### src/rtl/usbq_pkg.sv
package usbq_pkg;

    localparam int SMASK_W = 8;
    localparam int MULT_W  = 2;
    localparam int NAK_W   = 4;
    localparam int TOT_W   = 15;
    localparam int BYTES_W = 11;
    localparam int TIME_W  = 16;

    typedef enum logic [2:0] {
        EXIT_NONE      = 3'd0,
        EXIT_BUDGET    = 3'd1,
        EXIT_HANDSHAKE = 3'd2,
        EXIT_XACT_ERR  = 3'd3,
        EXIT_INACTIVE  = 3'd4,
        EXIT_NO_TIME   = 3'd5,
        EXIT_NOT_ELIG  = 3'd6
    } exit_e;

    typedef enum logic [1:0] {
        HS_ACK   = 2'd0,
        HS_NAK   = 2'd1,
        HS_NYET  = 2'd2,
        HS_STALL = 2'd3
    } hs_e;

    typedef enum logic [1:0] {
        ST_IDLE,
        ST_CHECK,
        ST_ISSUE,
        ST_WAIT
    } seq_state_e;

    // Outcome of the pre-operation stage, captured at start.
    typedef struct packed {
        logic              periodic;
        logic              eligible;
        logic [NAK_W-1:0]  nak;
    } qh_pre_t;

    // One result handed back by the transaction engine.
    typedef struct packed {
        hs_e                 hs;
        logic                err;
        logic [BYTES_W-1:0]  bytes;
    } txn_result_t;

    function automatic logic uframe_hit(input logic [SMASK_W-1:0] m,
                                        input logic [$clog2(SMASK_W)-1:0] idx);
        return m[idx];
    endfunction

endpackage

### src/rtl/qh_select.sv
module qh_select
    import usbq_pkg::*;
#(
    parameter int SM_W  = SMASK_W,
    parameter int N_W   = NAK_W,
    parameter int M_W   = MULT_W,
    localparam int IDX_W = $clog2(SM_W)
) (
    input  logic [SM_W-1:0]  smask,
    input  logic [IDX_W-1:0] uframe_idx,
    input  logic [N_W-1:0]   nak_cnt_in,
    input  logic [N_W-1:0]   nak_reload,
    input  logic             nak_reload_pending,
    input  logic [M_W-1:0]   mult,
    output qh_pre_t          pre,
    output logic [M_W-1:0]   budget_init
);
    logic            is_periodic;
    logic [N_W-1:0]  nak_eff;

    always_comb begin
        is_periodic = |smask;
        // reload happens before the asynchronous eligibility test
        nak_eff = (!is_periodic && nak_reload_pending) ? nak_reload : nak_cnt_in;
        pre.periodic = is_periodic;
        pre.nak      = nak_eff;
        if (is_periodic)
            pre.eligible = uframe_hit(smask, uframe_idx);
        else
            pre.eligible = (nak_eff != '0) || (nak_reload == '0);
        // asynchronous heads may ignore a zero Mult and run once
        if (!is_periodic && mult == '0)
            budget_init = M_W'(1);
        else
            budget_init = mult;
    end
endmodule

### src/rtl/qh_budget.sv
module qh_budget #(
    parameter int W = 2
) (
    input  logic         clk,
    input  logic         rst,
    input  logic         load,
    input  logic [W-1:0] load_val,
    input  logic         dec,
    output logic         is_zero,
    output logic         is_last
);
    logic [W-1:0] cnt_q;

    always_ff @(posedge clk) begin
        if (rst)
            cnt_q <= '0;
        else if (load)
            cnt_q <= load_val;
        else if (dec && cnt_q != '0)
            cnt_q <= cnt_q - W'(1);
    end

    assign is_zero = (cnt_q == '0);
    assign is_last = (cnt_q == W'(1));

    // a result is never consumed against an empty budget
    a_r7_no_underflow: assert property (@(posedge clk) disable iff (rst)
        dec |-> !is_zero);
endmodule

### src/rtl/qh_overlay.sv
module qh_overlay #(
    parameter int T_W = 15,
    parameter int B_W = 11
) (
    input  logic           clk,
    input  logic           rst,
    input  logic           load,
    input  logic [T_W-1:0] load_val,
    input  logic           apply,
    input  logic [B_W-1:0] bytes,
    output logic           overrun,
    output logic [T_W-1:0] remain
);
    localparam int CMP_W = (T_W > B_W) ? T_W : B_W;

    logic [T_W-1:0]   rem_q;
    logic [CMP_W-1:0] rem_x, bytes_x;

    assign rem_x   = CMP_W'(rem_q);
    assign bytes_x = CMP_W'(bytes);
    assign overrun = bytes_x > rem_x;

    always_ff @(posedge clk) begin
        if (rst)
            rem_q <= '0;
        else if (load)
            rem_q <= load_val;
        else if (apply)
            rem_q <= overrun ? '0 : T_W'(rem_x - bytes_x);
    end

    assign remain = rem_q;

    // outside a load the count can only fall
    a_r11_no_increase: assert property (@(posedge clk) disable iff (rst)
        !load |=> remain <= $past(remain));
endmodule

### src/rtl/qh_txn_sequencer.sv
module qh_txn_sequencer
    import usbq_pkg::*;
#(
    parameter int SM_W = SMASK_W,
    parameter int M_W  = MULT_W,
    parameter int N_W  = NAK_W,
    parameter int T_W  = TOT_W,
    parameter int B_W  = BYTES_W,
    parameter int TM_W = TIME_W,
    localparam int IDX_W = $clog2(SM_W)
) (
    input  logic             clk,
    input  logic             rst,
    input  logic             start,
    input  logic [SM_W-1:0]  smask,
    input  logic [M_W-1:0]   mult,
    input  logic [N_W-1:0]   nak_cnt_in,
    input  logic [N_W-1:0]   nak_reload,
    input  logic             nak_reload_pending,
    input  logic             active,
    input  logic [T_W-1:0]   total_bytes_in,
    input  logic [IDX_W-1:0] uframe_idx,
    input  logic [TM_W-1:0]  time_left,
    input  logic [TM_W-1:0]  txn_time,
    output logic             txn_req,
    input  logic             txn_resp_valid,
    input  logic [1:0]       txn_hs,
    input  logic             txn_err,
    input  logic [B_W-1:0]   txn_bytes,
    output logic             done,
    output logic [2:0]       exit_code,
    output logic             reclaim,
    output logic [T_W-1:0]   total_bytes,
    output logic [N_W-1:0]   nak_cnt
);
    seq_state_e   state_q;
    qh_pre_t      pre_now, pre_q;
    logic [M_W-1:0] budget_init;
    logic         accept, consume, apply_bytes;
    logic         bud_zero, bud_last, overrun;
    exit_e        exit_q;
    txn_result_t  res;

    assign res.hs    = hs_e'(txn_hs);
    assign res.err   = txn_err;
    assign res.bytes = txn_bytes;

    assign accept      = (state_q == ST_IDLE) && start;
    assign consume     = (state_q == ST_WAIT) && txn_resp_valid;
    assign apply_bytes = consume && !res.err && (res.hs == HS_ACK);

    qh_select #(.SM_W(SM_W), .N_W(N_W), .M_W(M_W)) u_select (
        .smask              (smask),
        .uframe_idx         (uframe_idx),
        .nak_cnt_in         (nak_cnt_in),
        .nak_reload         (nak_reload),
        .nak_reload_pending (nak_reload_pending),
        .mult               (mult),
        .pre                (pre_now),
        .budget_init        (budget_init)
    );

    qh_budget #(.W(M_W)) u_budget (
        .clk      (clk),
        .rst      (rst),
        .load     (accept),
        .load_val (budget_init),
        .dec      (consume),
        .is_zero  (bud_zero),
        .is_last  (bud_last)
    );

    qh_overlay #(.T_W(T_W), .B_W(B_W)) u_overlay (
        .clk      (clk),
        .rst      (rst),
        .load     (accept),
        .load_val (total_bytes_in),
        .apply    (apply_bytes),
        .bytes    (res.bytes),
        .overrun  (overrun),
        .remain   (total_bytes)
    );

    always_ff @(posedge clk) begin
        if (rst) begin
            state_q <= ST_IDLE;
            pre_q   <= '0;
            exit_q  <= EXIT_NONE;
            reclaim <= 1'b0;
            txn_req <= 1'b0;
            done    <= 1'b0;
        end else begin
            txn_req <= 1'b0;
            done    <= 1'b0;
            case (state_q)
                ST_IDLE: begin
                    if (start) begin
                        pre_q   <= pre_now;
                        exit_q  <= EXIT_NONE;
                        reclaim <= 1'b0;
                        state_q <= ST_CHECK;
                    end
                end
                ST_CHECK: begin
                    if (!pre_q.eligible) begin
                        exit_q  <= EXIT_NOT_ELIG;
                        done    <= 1'b1;
                        state_q <= ST_IDLE;
                    end else if (pre_q.periodic && bud_zero) begin
                        exit_q  <= EXIT_BUDGET;
                        done    <= 1'b1;
                        state_q <= ST_IDLE;
                    end else begin
                        reclaim <= 1'b1;
                        state_q <= ST_ISSUE;
                    end
                end
                ST_ISSUE: begin
                    if (!active) begin
                        exit_q  <= EXIT_INACTIVE;
                        done    <= 1'b1;
                        state_q <= ST_IDLE;
                    end else if (time_left < txn_time) begin
                        exit_q  <= EXIT_NO_TIME;
                        done    <= 1'b1;
                        state_q <= ST_IDLE;
                    end else begin
                        txn_req <= 1'b1;
                        state_q <= ST_WAIT;
                    end
                end
                ST_WAIT: begin
                    if (txn_resp_valid) begin
                        if (res.err) begin
                            exit_q  <= EXIT_XACT_ERR;
                            done    <= 1'b1;
                            state_q <= ST_IDLE;
                        end else if (res.hs != HS_ACK) begin
                            exit_q  <= EXIT_HANDSHAKE;
                            done    <= 1'b1;
                            state_q <= ST_IDLE;
                        end else if (overrun) begin
                            exit_q  <= EXIT_XACT_ERR;
                            done    <= 1'b1;
                            state_q <= ST_IDLE;
                        end else if (bud_last) begin
                            exit_q  <= EXIT_BUDGET;
                            done    <= 1'b1;
                            state_q <= ST_IDLE;
                        end else begin
                            state_q <= ST_ISSUE;
                        end
                    end
                end
                default: state_q <= ST_IDLE;
            endcase
        end
    end

    assign exit_code = exit_q;
    assign nak_cnt   = pre_q.nak;

    // single-cycle pulses
    a_r13_req_pulse: assert property (@(posedge clk) disable iff (rst)
        txn_req |=> !txn_req);
    a_r13_done_pulse: assert property (@(posedge clk) disable iff (rst)
        done |=> !done);
    // a request follows a cycle with enough time
    a_r6_time_ok: assert property (@(posedge clk) disable iff (rst)
        txn_req |-> $past(time_left) >= $past(txn_time));
    // a request follows a cycle in which the head was active
    a_r10_active_ok: assert property (@(posedge clk) disable iff (rst)
        txn_req |-> $past(active));
    // execution has been entered whenever a request is out
    a_r5_reclaim_set: assert property (@(posedge clk) disable iff (rst)
        txn_req |-> reclaim);
    // a skipped head never marks reclamation
    a_r3_skip_no_reclaim: assert property (@(posedge clk) disable iff (rst)
        (done && exit_code == 3'd6) |-> !reclaim);
endmodule

### config.mk
export PLATFORM = sky130hd
export DESIGN_NAME = qh_txn_sequencer
export DESIGN_NICKNAME = d
export VERILOG_FILES = /design/src/rtl/usbq_pkg.sv /design/src/rtl/qh_select.sv /design/src/rtl/qh_budget.sv /design/src/rtl/qh_overlay.sv /design/src/rtl/qh_txn_sequencer.sv
export SDC_FILE = /design/constraint.sdc
export NUM_CORES = 1
export LEC_CHECK = 0
export BUFFER_PORTS_ARGS = -buffer_cell sky130_fd_sc_hd__buf_2
export CORE_MARGIN = 2
export CORE_UTILIZATION = 45
export DETAILED_ROUTE_END_ITERATION = 16
export PLACE_DENSITY = 0.79
export RECOVER_POWER = 50
export SYNTH_ARGS = -nofsm -noshare
export SYNTH_HDL_FRONTEND = slang
export SYNTH_HIERARCHICAL = 1
export SYNTH_SLANG_ARGS = --single-unit
### constraint.sdc
create_clock -name clk -period 2.5 [get_ports clk]
set_input_delay 0.125 -clock clk [delete_from_list [all_inputs] [get_ports clk]]
set_output_delay 0.125 -clock clk [all_outputs]
set_load 0.02 [all_outputs]
## Word level (Yosys, flattened, before mapping)

Cells that the tools add are included.

| storage, ports and cells | value |
|---|---|
| flip-flop bits (word level) | 31 |
| input bits | 88 |
| output and inout port bits | 25 |
| word-level logic and storage cells | 103 |

| operators by class | value |
|---|---|
| add/subtract/negate cells | 2 |
| magnitude comparators | 3 |
| equality and inequality tests | 11 |
| mux-type cells | 47 |
| bitwise logic cells | 2 |
| reductions and logical operators | 28 |

Operator list:

| cell | number |
|---|---|
| two-way mux 15 bit | 3 |
| two-way mux 3 bit | 10 |
| two-way mux 2 bit | 13 |
| less-than comparator 16 bit | 1 |
| > comparator 11 x 15 -> 1 bit | 1 |
| two-way mux 1 bit | 15 |
| subtractor 15 x 11 -> 15 bit | 1 |
| case mux 3 bit (4 select lines) | 1 |
| nonzero test 2 bit | 5 |
| logical AND 1 bit | 8 |
| logical NOT 2 bit | 4 |
| inequality test 2 bit, second input constant | 4 |
| case mux 2 bit (4 select lines) | 1 |
| OR reduction 8 bit | 1 |
| inequality test 3 bit, second input constant | 2 |
| inequality test 5 x 3 -> 1 bit, second input constant | 1 |
| AND reduction 5 bit | 1 |
| equality test 2 x 1 -> 1 bit, second input constant | 2 |
| equality test 2 bit, second input constant | 2 |
| logical NOT 4 bit | 1 |
| less-than comparator 3 x 4 -> 1 bit, second input constant | 1 |
| two-way mux 4 bit | 1 |
| AND reduction 2 bit | 2 |
| AND reduction 4 bit | 1 |
| 9 further kinds | 11 |

## Depth between registers and ports, before layout

| logic depth | value |
|---|---|
| word-level depth | 7 |
| mapped depth | 12 |

## Cells and area by module

The synthesis kept the hierarchy.

Modules (own cells, without submodules):

| module | instances | cells an instance | area an instance (sq um) |
|---|---|---|---|
| qh_overlay | 1 | 170 | 1368.8 |
| qh_txn_sequencer | 1 | 129 | 1088.5 |
| qh_select | 1 | 18 | 185.2 |
| qh_budget | 1 | 15 | 138.9 |

## Worst setup path after synthesis

OpenSTA, ideal clock, no wires.

| timing | value |
|---|---|
| kind | reg2reg |
| start point | register u_overlay.rem_q[0] (netlist: u_overlay/remain[0]) |
| end point | register exit_q[2] (netlist: exit_code[2]) |
| data arrival time | 2578 ps |
| data required time | 2383 ps |
| setup slack | -196 ps |
| stages on the path, launching flop included | 13 |
| path buffers | 0 |
| period minus slack after synthesis | 2696 ps |
| path through | dfxtp_1 > inv_1 > ha_1 > nand2b_1 > a21o_1 > a21oi_1 > or2_1 > nor2_1 > or4_4 > o21ai_2 > a31oi_1 > nor3b_1 > a32o_1 |

| on the way | value |
|---|---|
| word-level cells in the longest chain between the ends | 6 |
| elaborated cells between the ends (all ways) | 8 |

RTL lines:

| what | line | source |
|---|---|---|
| start: declaration | qh_overlay.sv:16 | `logic [T_W-1:0] rem_q;` |
| start signal: assignment | qh_overlay.sv:27 | `rem_q <= load_val;` |
| start signal: assignment | qh_overlay.sv:29 | `rem_q <= overrun ? '0 : T_W'(rem_x - bytes_x);` |
| > comparator 11 x 15 -> 1 bit * | qh_overlay.sv:21 | `assign overrun = bytes_x > rem_x;` |
| named net overrun | qh_txn_sequencer.sv:40 | `logic bud_zero, bud_last, overrun;` |
| two-way mux 3 bit | qh_txn_sequencer.sv:142 | `end else if (overrun) begin` |
| two-way mux 3 bit | qh_txn_sequencer.sv:138 | `end else if (res.hs != HS_ACK) begin` |
| two-way mux 3 bit | qh_txn_sequencer.sv:134 | `if (res.err) begin` |
| two-way mux 3 bit | qh_txn_sequencer.sv:133 | `if (txn_resp_valid) begin` |
| case mux 3 bit (4 select lines) | qh_txn_sequencer.sv:95 | `case (state_q)` |
| end signal: assignment | qh_txn_sequencer.sv:99 | `exit_q <= EXIT_NONE;` |
| end signal: assignment | qh_txn_sequencer.sv:135 | `exit_q <= EXIT_XACT_ERR;` |
| end signal: assignment | qh_txn_sequencer.sv:139 | `exit_q <= EXIT_HANDSHAKE;` |
| end: declaration | qh_txn_sequencer.sv:41 | `exit_e exit_q;` |

The timed path passes the listed nets; every way through them passes the cells marked *. The select of a mux whose other input is x is not followed.
A chain may end at the register's enable or synchronous reset.

## Worst setup path after layout

| timing | value |
|---|---|
| start point | register u_overlay.rem_q[4] (netlist: u_overlay/remain[4]) |
| end point | register exit_q[2] (netlist: exit_code[2]) |

The elaborated chain is that of the path after synthesis.

==> key figures <==
Setup path
  – Startpoint Class: register
  – R2R setup slack: 0.01 ns
  – Critical Path RT: approximately 2.7 ns
  – R2R cell count: 11
  – Crit Path Class: reg -> reg
  – Reg-to-reg endpoint: exit_code[2]$_SDFFE_PP0P_
  – Setup crit start: u_overlay/remain[4]$_SDFFE_PP0P_
  – Worst Path Max Fanout: 4
  – Worst EP arrival: 2.67 ns
  – Critical path endpoint category: register
  – Reg-to-Reg Start: u_overlay/remain[4]$_SDFFE_PP0P_

Clock tree
  – Post-CTS Hold Buffers: 0
  – Max Buffers Root-to-Sink: 2
  – CTS tree: done
  – Later-pin clock latency in the skew report: 0.28 ns
  – Clock sink total: 31
  – Root Buffer: clkbuf_8
  – TritonCTS Buffers: 5
  – H-tree levels: 2
  – Clock-pin slew of the registers on the worst-case setup and hold paths: 0.07 ns

Timing
  – Fin. Hold Viols: 0
  – Max transition margin: 0.541
  – Worst slew pin tran: 0.689 ns
  – Total negative slack: 0 ns
  – Post-route minimum period: 2.49 ns
  – Final setup fails: 0
  – Fin crit share: 0.995
  – Worst Skew: 0.00531 ns
  – Max Transition Viols Final: 0
  – Peak Freq: 402 MHz
  – RSZ-0062 raised after global routing: yes

Global route
  – Initial antenna violation count: 0
  – Congestion Overflow GR: 0
  – Pin count of the biggest net entering global routing: approximately 40
  – Vias in the first global route: 2578
  – GR Util All Layers: 0.212
  – First-pass GRT wire length: 11300 um

Drt
  – TritonRoute pass-1 iters: 4
  – Detailed-route vias per instance: about 5.5
  – DR iter-0 viols: ~170
  – Via count: 2881
  – Remaining antenna violation count after routing: 0
  – Residual DRC count: 0
  – DR WL/cell: 14.0 um
  – Routed Wire Length: 7380 um

Synthesis
  – Number of flops mapped to enable cells by yosys: 0
  – Synth Register Bits: 31
  – Register area share after synthesis: 0.223
  – Cell variety after synth: 69
  – Top_reg_cell synth: dfxtp_1
  – Mapped Area: 2780 um^2
  – Synth Area per Inst: 8.38 um^2
  – Ys async rst share: 0
  – Synthesis Warnings: 6
  – Post-Syn Instances: 332
  – Mapped Nets: ~450

Finish
  – Nets: 567
  – Commonest non-fill, non-tap cell in the layout: buf_2
  – Layout cells sized above 1: 0.370
  – # fillers: around 540
  – Multi-input gate area: 2100 um^2
  – Most frequent cells in the layout: buf_2, inv_1, nor2_1, a21oi_1, clkbuf_1
  – Area growth, synth to finish: 34.1%
  – Final core utilization: 0.626
  – Antenna diodes: 0
  – Reg area: 634 um^2

Hold path
  – Hold crit path type: in -> reg
  – WHS Endpoint: u_overlay/remain[0]$_SDFFE_PP0P_
  – HP Start: total_bytes_in[0]
  – Hold path depth: 3

Pwr
  – Worst-case vdd ir drop: 0.000255 V
  – Switch share: 0.330
  – Leak pwr: 1.68 nW
  – Pwr dens: approximately 420 nW/um^2
  – Pint: about 1.0 mW
  – Seq pwr share: 0.356
  – Logic pwr share: 0.352
  – Clock power frac: 0.293
  – Pwr Total: 1.56 mW
  – Net Sw Power: 513 uW

Floorplan
  – IO Pins: 113
  – Die Y-Extent: around 83 um
  – DIE AREA: 6830 um^2
  – Core area: roughly 6000 um^2
  – Width of the die: 82.6 um
  – Starting density of the core: 0.467
  – Rows: 28

Place
  – RePlAce Congestion: 0.889
  – Dpl hpwl: 5610 um
  – Port Buffers: 112

Status
  – Outcome: complete, no violations

Flow run
  – Maxcap violations: 0
## routing by layer
metal,wire length (um),vias to the layer above,track usage
met2,3580,107,0.387
met1,3210,1335,0.253
met4,27,0,0.0508
met3,564,4,0.0413
met5,0,-,0
li1,-,1435,-
## area by class of cell
cell class              count  area share
well taps                  75      0.0252
multi-input cells         247       0.564
flip-flops and latches     31       0.170
repair buffers            128       0.175
clock buffers               7      0.0258
inverters                  37      0.0372
clock inverters             1     0.00201
## sequential cells by signal (all words and copies together), names as in the netlist
register,count
reclaim,1
pre_q,2
nak_cnt,4
exit_code,3
txn_req,1
u_overlay/remain,15
u_budget/cnt_q,2
done,1
state_q,2
## worst max-delay path by stage
| stage | endpoint | slack [ns] | cells after the start |
|---|---|---|---|
| floorplan | exit_code[2]$_SDFFE_PP0P_ | 0.003 | 12 |
| global placement | exit_code[2]$_SDFFE_PP0P_ | 0.05 | 12 |
| finish | exit_code[2]$_SDFFE_PP0P_ | 0.01 | 11 |
| CTS | exit_code[2]$_SDFFE_PP0P_ | 0.02 | 11 |
| detailed placement | exit_code[2]$_SDFFE_PP0P_ | -0.01 | 11 |
| global route | exit_code[2]$_SDFFE_PP0P_ | -0.10 | 11 |
## what timing repair did
item	in CTS	in global routing
gates resized for setup	0	4
setup buffers	1	3
pin swaps	1	3
setup endpoints to repair	2	5
## synth_stat cells, types with 6 or more instances
cell / number / area share
inv_1: 37 / 0.050
dfxtp_1: 31 / 0.22
nor2_1: 29 / 0.039
ha_1: 28 / 0.13
a21oi_1: 27 / 0.049
nand2_1: 15 / 0.020
nor3b_1: 15 / 0.040
mux2i_1: 9 / 0.032
nand2b_1: 9 / 0.020
xnor2_1: 9 / 0.028
a221oi_2: 8 / 0.043
clkbuf_1: 8 / 0.011
o21ai_0: 8 / 0.014
nor2b_1: 6 / 0.013
## power by group through the flow
stage	Combinational [mW]	Sequential [mW]	Clock [mW]
final	0.547	0.554	0.455
after global routing	0.604	0.557	0.496
after CTS	0.543	0.553	0.469
after detailed placement	0.537	0.564	0
after global placement	0.523	0.561	0
after floorplan	0.345	0.582	0
## stage by stage
| stage | hold WS (ns) | setup WS [ns] | instance area (um^2) | cells |
|---|---|---|---|---|
| 2_1_floorplan | 0.190 | 0.00305 | 2960 | 332 |
| 3_3_place_gp | 0.366 | 0.0457 | 3620 | 514 |
| 3_5_place_dp | 0.378 | -0.0137 | 3620 | 514 |
| 4_1_cts | 0.0802 | 0.0176 | 3730 | 523 |
| 5_1_grt | 0.0905 | -0.101 | 3730 | 526 |
| 6_report | 0.0893 | 0.0134 | 3730 | 526 |
## critical path, cell delays in order, from the launching register on
cell      delay [ns]
dfxtp_2         0.34
ha_4            0.28
o211ai_1        0.09
a21o_1          0.20
a21oi_2         0.15
or2_1           0.15
nor2_1          0.04
or4_4           0.43
o21ai_4         0.17
a31oi_4         0.12
nor3b_2         0.18
a32o_1          0.22
## cells by family after synthesis
logic type,after synthesis,share of synthesized area
simple gates,106,0.222
compound gates,85,0.234
buf+inv,54,0.0823
flops,31,0.223
fa+ha+maj,29,0.133
mux,16,0.0702
xor+xnor,11,0.0346
(Power assumes the default switching activity.)
